--- config.mk ---
export PLATFORM = sky130hd
export DESIGN_NAME = tmr_dual_value
export DESIGN_NICKNAME = d
export VERILOG_FILES = /design/src/rtl/tmr_pkg.sv /design/src/rtl/tmr_edge_sync.sv /design/src/rtl/tmr_half_capture.sv /design/src/rtl/tmr_value_core.sv /design/src/rtl/tmr_dual_value.sv
export SDC_FILE = /design/constraint.sdc
export NUM_CORES = 1
export LEC_CHECK = 0
export BUFFER_PORTS_ARGS = -buffer_cell sky130_fd_sc_hd__buf_2
export CORE_UTILIZATION = 30
export DETAILED_ROUTE_END_ITERATION = 7
export HOLD_SLACK_MARGIN = 0.12
export PLACE_DENSITY = 0.44
export SYNTH_ARGS = -nofsm -noshare
export SYNTH_HDL_FRONTEND = slang
export SYNTH_SLANG_ARGS = --single-unit
export TNS_END_PERCENT = 20
--- constraint.sdc ---
create_clock -name clk -period 3.1 [get_ports clk]
set_clock_uncertainty 0.2 [all_clocks]
set_input_delay 0.31 -clock clk [delete_from_list [all_inputs] [get_ports clk]]
set_output_delay 0.31 -clock clk [all_outputs]
set_load 0.02 [all_outputs]
--- src/rtl/tmr_pkg.sv ---
package tmr_pkg;
   typedef enum logic [1:0] {
      MODE_PERIODIC  = 2'd0,
      MODE_EDGE_CNT  = 2'd1,
      MODE_EDGE_TIME = 2'd2,
      MODE_RSVD      = 2'd3
   } half_mode_e;

   localparam int OFS_CTRL  = 'h00;
   localparam int OFS_VAL_A = 'h04;
   localparam int OFS_VAL_B = 'h08;
   localparam int OFS_REG_A = 'h0C;
   localparam int OFS_REG_B = 'h10;
   localparam int OFS_STAT  = 'h14;

   localparam int CB_EN_A   = 0;
   localparam int CB_EN_B   = 1;
   localparam int CB_WIDE   = 2;
   localparam int CB_MODE_A = 3;
   localparam int CB_MODE_B = 5;
endpackage

--- src/rtl/tmr_edge_sync.sv ---
module tmr_edge_sync #(
   parameter int STAGES = 2
) (
   input  logic clk,
   input  logic rst,
   input  logic din,
   output logic rise
);
   logic [STAGES:0] sh;

   always_ff @(posedge clk) begin
      if (rst) sh <= '0;
      else     sh <= {sh[STAGES-1:0], din};
   end

   assign rise = sh[STAGES-1] & ~sh[STAGES];
endmodule

--- src/rtl/tmr_half_capture.sv ---
module tmr_half_capture #(
   parameter int CW = 32
) (
   input  logic          clk,
   input  logic          rst,
   input  logic          cnt_en,
   input  logic          time_en,
   input  logic          rise,
   input  logic          clr,
   input  logic [CW-1:0] cur_val,
   output logic [CW-1:0] edge_cnt,
   output logic [CW-1:0] cap_val
);
   always_ff @(posedge clk) begin
      if (rst) begin
         edge_cnt <= '0;
         cap_val  <= '0;
      end else begin
         if (clr)                 edge_cnt <= '0;
         else if (rise && cnt_en) edge_cnt <= edge_cnt + 1'b1;
         if (rise && time_en)     cap_val  <= cur_val;
      end
   end
endmodule

--- src/rtl/tmr_value_core.sv ---
module tmr_value_core #(
   parameter int DW    = 32,
   parameter int CNT_W = 16,
   parameter int PRE_W = 8
) (
   input  logic          clk,
   input  logic          rst,
   input  logic          wide,
   input  logic          step_a,
   input  logic          step_b,
   input  logic          load_a,
   input  logic          load_b,
   input  logic [DW-1:0] ld_a,
   input  logic [DW-1:0] ld_b,
   input  logic [DW-1:0] rl_a,
   input  logic [DW-1:0] rl_b,
   output logic [PRE_W+CNT_W-1:0] val_a,
   output logic [PRE_W+CNT_W-1:0] val_b,
   output logic          hit_a,
   output logic          hit_b
);
   localparam int HW = PRE_W + CNT_W;
   localparam int WW = 2 * CNT_W;

   logic [WW-1:0] wv, wrl;

   assign wv  = {val_b[CNT_W-1:0], val_a[CNT_W-1:0]};
   assign wrl = {rl_b[CNT_W-1:0], rl_a[CNT_W-1:0]};

   always_comb begin
      if (wide) begin
         hit_a = step_a && !load_a && !load_b && (wv == '0);
         hit_b = 1'b0;
      end else begin
         hit_a = step_a && !load_a && (val_a == '0);
         hit_b = step_b && !load_b && (val_b == '0);
      end
   end

   always_ff @(posedge clk) begin
      if (rst) begin
         val_a <= '1;
         val_b <= '1;
      end else if (wide) begin
         if (load_a) begin
            val_a[CNT_W-1:0] <= ld_a[CNT_W-1:0];
            val_b[CNT_W-1:0] <= ld_a[WW-1:CNT_W];
         end else if (load_b) begin
            val_b <= ld_b[HW-1:0];
         end else if (step_a) begin
            {val_b[CNT_W-1:0], val_a[CNT_W-1:0]} <= hit_a ? wrl : wv - 1'b1;
         end
      end else begin
         if (load_a)      val_a <= ld_a[HW-1:0];
         else if (step_a) val_a <= hit_a ? rl_a[HW-1:0] : val_a - 1'b1;
         if (load_b)      val_b <= ld_b[HW-1:0];
         else if (step_b) val_b <= hit_b ? rl_b[HW-1:0] : val_b - 1'b1;
      end
   end
endmodule

--- src/rtl/tmr_dual_value.sv ---
module tmr_dual_value
   import tmr_pkg::*;
#(
   parameter int DW          = 32,
   parameter int AW          = 5,
   parameter int CNT_W       = 16,
   parameter int PRE_W       = 8,
   parameter int SYNC_STAGES = 2
) (
   input  logic          clk,
   input  logic          rst,
   input  logic          bus_wr,
   input  logic [AW-1:0] bus_addr,
   input  logic [DW-1:0] bus_wdata,
   output logic [DW-1:0] bus_rdata,
   input  logic          cap_a,
   input  logic          cap_b,
   output logic          tmo_a,
   output logic          tmo_b
);
   localparam int HW = PRE_W + CNT_W;
   localparam int WW = 2 * CNT_W;

   generate
      if (HW > DW) begin : g_chk_hw
         $error("prescaler plus counter exceeds the data width");
      end
      if (WW > DW) begin : g_chk_ww
         $error("joined counter exceeds the data width");
      end
      if (SYNC_STAGES < 2) begin : g_chk_sync
         $error("at least two synchronizer stages are required");
      end
      if (AW < 5) begin : g_chk_aw
         $error("address width too small for the register map");
      end
   endgenerate

   logic          cfg_wide;
   logic [1:0]    cfg_en;
   half_mode_e    mode_a, mode_b;
   logic [DW-1:0] rl_a, rl_b;
   logic [1:0]    pend;
   logic [DW-1:0] pend_a, pend_b;
   logic          load_a, load_b, step_a, step_b, hit_a, hit_b;
   logic [HW-1:0] val_a, val_b;
   logic [1:0]    rise, wr_reg;
   logic [1:0]    cap_in;
   logic [DW-1:0] ecnt [2];
   logic [DW-1:0] capv [2];
   logic [DW-1:0] curv [2];
   half_mode_e    hmode [2];
   logic [DW-1:0] rd_val_a, rd_val_b;
   logic          wr_ctrl, wr_val_a, wr_val_b, wr_stat, ok_a, ok_b;

   assign wr_ctrl   = bus_wr && (bus_addr == AW'(OFS_CTRL));
   assign wr_val_a  = bus_wr && (bus_addr == AW'(OFS_VAL_A));
   assign wr_val_b  = bus_wr && (bus_addr == AW'(OFS_VAL_B));
   assign wr_reg[0] = bus_wr && (bus_addr == AW'(OFS_REG_A));
   assign wr_reg[1] = bus_wr && (bus_addr == AW'(OFS_REG_B));
   assign wr_stat   = bus_wr && (bus_addr == AW'(OFS_STAT));
   assign ok_a      = wr_val_a && (mode_a != MODE_EDGE_CNT);
   assign ok_b      = wr_val_b && (mode_b != MODE_EDGE_CNT);

   always_ff @(posedge clk) begin
      if (rst) begin
         cfg_wide <= 1'b0;
         cfg_en   <= '0;
         mode_a   <= MODE_PERIODIC;
         mode_b   <= MODE_PERIODIC;
         rl_a     <= '1;
         rl_b     <= '1;
         pend     <= '0;
         pend_a   <= '0;
         pend_b   <= '0;
         tmo_a    <= 1'b0;
         tmo_b    <= 1'b0;
      end else begin
         if (wr_ctrl) begin
            cfg_en   <= {bus_wdata[CB_EN_B], bus_wdata[CB_EN_A]};
            cfg_wide <= bus_wdata[CB_WIDE];
            mode_a   <= half_mode_e'(bus_wdata[CB_MODE_A+:2]);
            mode_b   <= half_mode_e'(bus_wdata[CB_MODE_B+:2]);
         end
         if (wr_reg[0]) rl_a <= bus_wdata;
         if (wr_reg[1]) rl_b <= bus_wdata;
         pend <= {ok_b, ok_a};
         if (ok_a) pend_a <= bus_wdata;
         if (ok_b) pend_b <= bus_wdata;
         tmo_a <= hit_a | (tmo_a & ~(wr_stat & bus_wdata[0]));
         tmo_b <= hit_b | (tmo_b & ~(wr_stat & bus_wdata[1]));
      end
   end

   assign load_a = pend[0];
   assign load_b = pend[1];

   always_comb begin
      step_a = cfg_en[0] && ((mode_a == MODE_EDGE_CNT) ? rise[0] : 1'b1);
      step_b = !cfg_wide && cfg_en[1] && ((mode_b == MODE_EDGE_CNT) ? rise[1] : 1'b1);
   end

   tmr_value_core #(.DW(DW), .CNT_W(CNT_W), .PRE_W(PRE_W)) u_core (
      .clk(clk), .rst(rst), .wide(cfg_wide),
      .step_a(step_a), .step_b(step_b), .load_a(load_a), .load_b(load_b),
      .ld_a(pend_a), .ld_b(pend_b), .rl_a(rl_a), .rl_b(rl_b),
      .val_a(val_a), .val_b(val_b), .hit_a(hit_a), .hit_b(hit_b)
   );

   assign rd_val_a = cfg_wide ? DW'({val_b[CNT_W-1:0], val_a[CNT_W-1:0]}) : DW'(val_a);
   assign rd_val_b = DW'(val_b);
   assign curv[0]  = rd_val_a;
   assign curv[1]  = rd_val_b;
   assign hmode[0] = mode_a;
   assign hmode[1] = cfg_wide ? MODE_PERIODIC : mode_b;
   assign cap_in   = {cap_b, cap_a};

   generate
      for (genvar h = 0; h < 2; h++) begin : g_half
         tmr_edge_sync #(.STAGES(SYNC_STAGES)) u_sync (
            .clk(clk), .rst(rst), .din(cap_in[h]), .rise(rise[h])
         );
         tmr_half_capture #(.CW(DW)) u_cap (
            .clk(clk), .rst(rst),
            .cnt_en(cfg_en[h] && (hmode[h] == MODE_EDGE_CNT)),
            .time_en(cfg_en[h] && (hmode[h] == MODE_EDGE_TIME)),
            .rise(rise[h]), .clr(wr_reg[h]), .cur_val(curv[h]),
            .edge_cnt(ecnt[h]), .cap_val(capv[h])
         );
      end
   endgenerate

   function automatic logic [DW-1:0] reg_view(half_mode_e m, logic [DW-1:0] cur,
                                             logic [DW-1:0] ec, logic [DW-1:0] cp);
      case (m)
         MODE_EDGE_CNT:  return ec;
         MODE_EDGE_TIME: return cp;
         default:        return cur;
      endcase
   endfunction

   always_comb begin
      bus_rdata = '0;
      case (bus_addr)
         AW'(OFS_CTRL):  bus_rdata = DW'({mode_b, mode_a, cfg_wide, cfg_en});
         AW'(OFS_VAL_A): bus_rdata = rd_val_a;
         AW'(OFS_VAL_B): bus_rdata = rd_val_b;
         AW'(OFS_REG_A): bus_rdata = reg_view(hmode[0], rd_val_a, ecnt[0], capv[0]);
         AW'(OFS_REG_B): bus_rdata = reg_view(hmode[1], rd_val_b, ecnt[1], capv[1]);
         AW'(OFS_STAT):  bus_rdata = DW'({tmo_b, tmo_a});
         default:        bus_rdata = '0;
      endcase
   end
endmodule

==> results of run 1 <==
-- power groups by stage --
| stage | Combinational [W] | Clock [W] | Sequential (W) |
|---|---|---|---|
| after floorplan | 0.000186 | 0 | 0.00383 |
| after global placement | 0.000362 | 0 | 0.00384 |
| after detailed placement | 0.000362 | 0 | 0.00384 |
| after CTS | 0.000404 | 0.00438 | 0.00376 |
| after global routing | 0.000430 | 0.00452 | 0.00376 |
| final | 0.000406 | 0.00429 | 0.00376 |
-- sequential cells by signal, summed over array words and instances, names as in the netlist --
signal	cells
u_core.val_a	24
tmo_a	1
g_half.u_cap.cap_val	56
mode_b	2
cfg_wide	1
pend_a	32
mode_a	2
g_half.u_cap.edge_cnt	64
cfg_en	2
pend	2
tmo_b	1
rl_b	24
rl_a	24
pend_b	24
g_half.u_sync.sh	6
u_core.val_b	24
-- synthesized netlist by cell type, drive strengths merged (6+ instances only) --
master and n:
a22oi 57, o31ai 7, a221o 26, mux2i 30, and3 19, xor2 62
or3 22, or4 8, xnor2 38, o31a 7, mux2 14, o22ai 25
o41ai 6, o211ai 10, nand4 26, o21ai 28, clkbuf 139, nand2b 8
a31oi 18, inv 24, dfxtp 289, nand2 377, nand3 97, and4 10
nor4 24, and2 11, ha 9, a21oi 169, nor3 54, nor2 130
buf 18, o311ai 9, nor2b 12, a211oi 16, a221oi 15
-- tightest hold or removal path, stage by stage --
cell and delay, ns:
buf_2 0.17, nor3_1 0.07, buf_4 0.19, nand3_1 0.09, a21oi_1 0.06
-- per-layer routing --
metal  vias to the layer above  wire length (um)  part of all wire [%]
li1                       6981                 -                     -
met1                      7277             29200                    46
met2                       517             28300                    45
met3                        98              3510                   5.5
met4                         0              2230                   3.5
met5                         -                 0                     0
-- cells by family (layout without fill, tap and decap cells) --
group,Yosys count,after routing,share of synthesized area (%)
adders and majority gates,9,9,0.765
AOI/OAI and AO/OA,443,443,20.1
muxes,44,44,3.11
DFF,289,289,39.3
and+or+nand+nor,819,819,26.0
buffers and inverters,182,332,4.79
xor gates and xnor gates,100,100,5.95
-- worst max path at each step --
stage                                  from                       endpoint  cells after the start
2_1_floorplan         cfg_wide$_SDFFE_PP0P_                  bus_rdata[18]                     10
3_3_place_gp   u_core.val_b[0]$_SDFFE_PP1P_  u_core.val_b[11]$_SDFFE_PP1P_                      9
3_5_place_dp   u_core.val_b[0]$_SDFFE_PP1P_  u_core.val_b[11]$_SDFFE_PP1P_                      9
4_1_cts              mode_b[0]$_SDFFE_PP0P_                   bus_rdata[2]                      7
5_1_grt               cfg_wide$_SDFFE_PP0P_                   bus_rdata[3]                      9
6_report              cfg_wide$_SDFFE_PP0P_                   bus_rdata[0]                      9
-- per-stage QoR --
step	std cells	util, %	area, sq um	power (W)	hold slack, ns
floorplan	1886	-	14700	0.00401	0.214
global placement	2546	33.9	16300	0.00420	0.238
detailed placement	2546	33.9	16300	0.00420	0.245
CTS	2648	37.2	17900	0.00854	0.153
global route	2651	37.4	18000	0.00871	0.178
finish	2651	37.4	18000	0.00845	0.195
-- cell type report --
class	instances	area (sq um)
Tap cell	615	769
Clock inverter	9	129
Inverter	25	93.8
Sequential cell	289	5790
Fill cell	5038	30100
Multi-Input combinational cell	1415	8320
Clock buffer	54	1040
Timing Repair Buffer	244	1820
-- what timing repair did --
action	CTS	global route
hold buffers	39	0
endpoints found under the hold margin	120	0
buffers inserted	0	3
resized for setup	10	14
pin swaps	1	1
setup endpoints to repair	33	37
==> flow_summary.ini, run 1 <==
[sta]
period_share_pct = 96.5
hold_viol_final = 0
layout_setup_ws_ns = 0.109
slew_violations = 0
tightest_slew_ns = 1.10
fin_crit_ns = 2.99
max_slew_margin_pct = 26.0
max_freq_ghz = 0.334
setup_viol = 0
setup-tns-final_ns = 0

[synthesis]
synth_cell_types = 85
synth-edff-count = 0
synth_fp_nets = 1937
synth.largest_area_cell = dfxtp_1
yosys-top-cells-area = dfxtp_1, nand2_1, a21oi_1
netlist.area_leader.share_pct = 39.3
synthArstFlopShare_pct = 0
ys_ff_latch = 289
ys_seq_area_share_pct = 39.3
synth.cell_area_sq_um = 14700
yosysWarnings = 0
ys.flop_type = dfxtp_1
avgSynthCellArea_sq_um = 7.81
syn_inst = 1886

[setup_path]
path_cells = clkinv_1, nand2_1, ha_2, nand3b_1, a21oi_4, buf_4, a221oi_1, nand3_2, buf_2
r2r_end = u_core.val_b[6]$_SDFFE_PP1P_
crit_path_max_fanout = 6
critPathCaptureType = output pin
cp_slowest_cell = dfxtp_2
cp.arrival_ns = 2.48
cp_top_family = buffers and inverters
max_stage_delay_ns = 0.37
start_kind = flop
rr_worst_depth = 9
critPathRequiredTime_ns = 2.59
crit_buf_inv = 3
worstReg2RegStart = u_core.val_b[0]$_SDFFE_PP1P_
rrSetupSlack_ns = 0.16
crit_type = flop to output pin

[status]
status = finished, final reports clean

[grt]
grt_pass1_wl_um = 93300
grt_use_met3_pct = 3.33
grtUsageTotal_pct = 24.9
grtUsageMet1_pct = 34.7
grt_max_degree = 79
grt_util_met2_pct = 39.1
grt_pass1_vias = 14200
overflow = 0
top_usage_layer = met2
antenna_found_initial = 0

[drt]
num_vias = 14900
wl_per_cell_um = 23.8
ant_nets = 0
routed_via_density = 5.61
drtIter0Drc = 1233
drt_pass1_iterations = 5
wirelength_um = 63200
remaining_drc_errors = 0

[min_path]
hp-start = bus_addr[3]
min_to = cfg_en[0]$_SDFFE_PP0P_
whs_path_depth = 5
hold_path_class = primary input to flop

[placed_design]
hpwl_um = 45800
port_buffers = 75
place.gp.congestion = 0.936
pre_cts_slack_ns = -0.158

[pwr]
ir_drop_uv = 301
combPwrFrac_pct = 4.8
p_per_area_nw_per_um2 = 470
seq_power_share_pct = 44.5
power_switching_w = 0.00201
p_clk_share_pct = 50.7
p_int_w = 0.00644
swShare_pct = 23.8
power_leakage_nw = 6.30

[floorplanning]
pin_count = 76
initial_core_util_pct = 30.7
dieArea_sq_um = 50000
fp.dieW_um = 224
rows = 80
coreArea_sq_um = 48000
die_h_um = 224

[cts]
path_clk_slew_ns = 0.06
clock_latency_ns = 0.55
clock-sinks = 289
cts_tree = done
cts-buffers-inserted = 36
cts_htree_levels = 2
clockBufferDepth = 3
ctsRootBufferMaster = clkbuf_16

[cells_and_area]
final_cell_mix = nand2_1, dfxtp_1, a21oi_1, nor2_1, buf_4
nets = 2062
final_common_cell = nand2_1
antennaDiodeCount = 0
syn2layout_area_growth_pct = 22.0
drive_gt1_share_pct = 15.3

[job]
cap_violations = 0
(Power assumes the default switching activity.)
==> run 2: changes to the inputs <==
==> constraint.sdc (replaced) <==
create_clock -name clk -period 3.1 [get_ports clk]
set_clock_uncertainty 0.2 [all_clocks]
set_input_delay 0.155 -clock clk [delete_from_list [all_inputs] [get_ports clk]]
set_output_delay 0.155 -clock clk [all_outputs]
set_load 0.02 [all_outputs]
==> run 2 against run 1 <==
  * Setup slack got worse by 0.079 ns
  * Clock power rose by 7.2%
  * Cell count fell by 0.11%
  * Die area did not move
  * Clock-buffer cell count fell by 2
  * Sequential power barely moved
  * Sequential share of layout area barely moved
  * Worst hold slack got worse by 0.012 ns
  * Total power rose by 3.8%
  * First-iteration DRC count fell by 1.3%
  * Core utilization barely moved
  * Highest routed layer unchanged
==> flow_summary.ini, run 2 (same netlist as run 1, synthesis figures left out) <==
[status]
status = finished, final reports clean

[drt]
wl_per_cell_um = 23.7
wirelength_um = 62800
drt_pass1_iterations = 5
remaining_drc_errors = 0
routed_via_density = 5.55
num_vias = 14700
drtIter0Drc = 1217
ant_nets = 0

[pwr]
p_int_w = 0.00669
combPwrFrac_pct = 4.6
p_clk_share_pct = 52.5
p_per_area_nw_per_um2 = 488
finalPower_w = 0.00877
swShare_pct = 23.8
power_switching_w = 0.00208
power_leakage_nw = 6.30
seq_power_share_pct = 42.8
ir_drop_uv = 336

[cells_and_area]
reg_top3 = g_half.u_cap.edge_cnt x64, g_half.u_cap.cap_val x56, pend_a x32
syn2layout_area_growth_pct = 21.9
regMostFlops = g_half.u_cap.edge_cnt
final_cell_mix = nand2_1, dfxtp_1, a21oi_1, nor2_1, buf_4
drive_gt1_share_pct = 14.9
final_common_cell = nand2_1
fillerInstances = 5087
final_cell_area_sq_um = 18000
final_util_pct = 37.4
nets = 2059
antennaDiodeCount = 0
largest_reg_flops = 64

[placed_design]
port_buffers = 75
pre_cts_slack_ns = 0.135
place.gp.congestion = 0.951
hpwl_um = 45400
postPlaceCellArea_sq_um = 16200

[cts]
cts-buffers-inserted = 37
clock_latency_ns = 0.56
cts_htree_levels = 2
cts_tree = done
postCtsSetupBuffers = 0
ctsRootBufferMaster = clkbuf_16
clock-sinks = 289
clockBufferDepth = 3
path_clk_slew_ns = 0.06

[sta]
tightest_slew_ns = 1.05
hold_viol_final = 0
period_share_pct = 99.1
fin_crit_ns = 3.07
max_slew_margin_pct = 29.7
rsz0062_at_grt = yes
max_freq_ghz = 0.326
setup_viol = 0
layout_setup_ws_ns = 0.0292
slew_violations = 0

[floorplanning]
dieArea_sq_um = 50000
fp.dieW_um = 224
pin_count = 76
initial_core_util_pct = 30.7
die_h_um = 224
coreArea_sq_um = 48000
rows = 80

[setup_path]
path_cells = nor2b_2, ha_2, nand3b_1, a21oi_4, buf_6, a221o_1, buf_2
rrSetupSlack_ns = 0.18
cp.arrival_ns = 2.72
critPathCaptureType = output pin
cp_slowest_cell = a21oi_4
r2r_end = u_core.val_b[6]$_SDFFE_PP1P_
critPathRequiredTime_ns = 2.74
start_kind = flop
crit_path_max_fanout = 15
crit_type = flop to output pin
worstReg2RegStart = u_core.val_b[0]$_SDFFE_PP1P_
max_stage_delay_ns = 0.54
rr_worst_depth = 9

[grt]
grt_pass1_vias = 14000
overflow = 0
grt_max_degree = 48
antenna_found_initial = 0
grt_pass1_wl_um = 93100
grtUsageTotal_pct = 25.0

[min_path]
hp-start = bus_wdata[24]
min_to = pend_a[24]$_SDFFE_PP0P_
hold_path_class = primary input to flop
whs_path_depth = 4

[job]
cap_violations = 0
run 2: changes by cell type in the layout (fill, tap and decap cells not counted), moves of 3 or more:
cell	delta
dfxtp_2	-3
dfxtp_1	+3
buf_12	-3
clkbuf_8	+3
buf_4	-3
clkbuf_1	-7
dlygate4sd3_1	+4
run 2: how the worst max path moves through the flow:
stage / start / to / slack (ns)
floorplan: cfg_wide$_SDFFE_PP0P_ / bus_rdata[18] / 0.16
global placement: u_core.val_b[0]$_SDFFE_PP1P_ / u_core.val_b[4]$_SDFFE_PP1P_ / 0.08
detailed placement: u_core.val_b[1]$_SDFFE_PP1P_ / u_core.val_b[13]$_SDFFE_PP1P_ / 0.14
CTS: mode_b[0]$_SDFFE_PP0P_ / bus_rdata[7] / 0.06
global route: mode_b[0]$_SDFFE_PP0P_ / bus_rdata[18] / -0.04
finish: mode_b[0]$_SDFFE_PP0P_ / bus_rdata[7] / 0.03
run 2: area by class of cell:
type,count,area (sq um),area share [%]
Timing Repair Buffer,240,1760,9.80
Tap cell,615,769,4.29
Multi-Input combinational cell,1415,8270,46.1
Clock buffer,52,1100,6.15
Sequential cell,289,5790,32.2
Clock inverter,12,169,0.941
Inverter,25,93.8,0.523
run 2: per-layer routing:
metal | GRT usage (%) | share of wire [%] | up-vias
li1 | - | - | 6976
met1 | 35.1 | 47 | 7126
met2 | 38.2 | 44 | 500
met3 | 3.38 | 5.6 | 107
met4 | 10.5 | 3.8 | 0
met5 | 0 | 0 | -
run 2: stage by stage:
step	TNS (ns)	std cells	hold slack, ns
2_1_floorplan	0	1886	0.0790
3_3_place_gp	0	2541	0.186
3_5_place_dp	0	2541	0.179
4_1_cts	0	2648	0.154
5_1_grt	-0.0871	2648	0.210
6_report	0	2648	0.183
run 2: power by group through the flow:
stage / Clock (W) / Combinational (W) / Sequential (W)
finish: 0.00460 / 0.000407 / 0.00376
global route: 0.00483 / 0.000431 / 0.00376
CTS: 0.00472 / 0.000408 / 0.00376
detailed placement: 0 / 0.000365 / 0.00384
global placement: 0 / 0.000364 / 0.00384
floorplan: 0 / 0.000186 / 0.00383
run 2: critical path, delay by kind of cell (launching register included):
| kind | cells | cell delay [ns] |
|---|---|---|
| fa+ha+maj | 1 | 0.31 |
| flops | 1 | 0.35 |
| compound gates | 2 | 0.77 |
| buf+inv | 2 | 0.42 |
| simple gates | 2 | 0.29 |
run 2: repair_timing:
action                                  in CTS  in global routing
endpoints found under the setup margin      31                 22
hold buffers                                43                  0
pin swaps                                    2                  0
resized for setup                            8                  4
endpoints found under the hold margin      130                  0
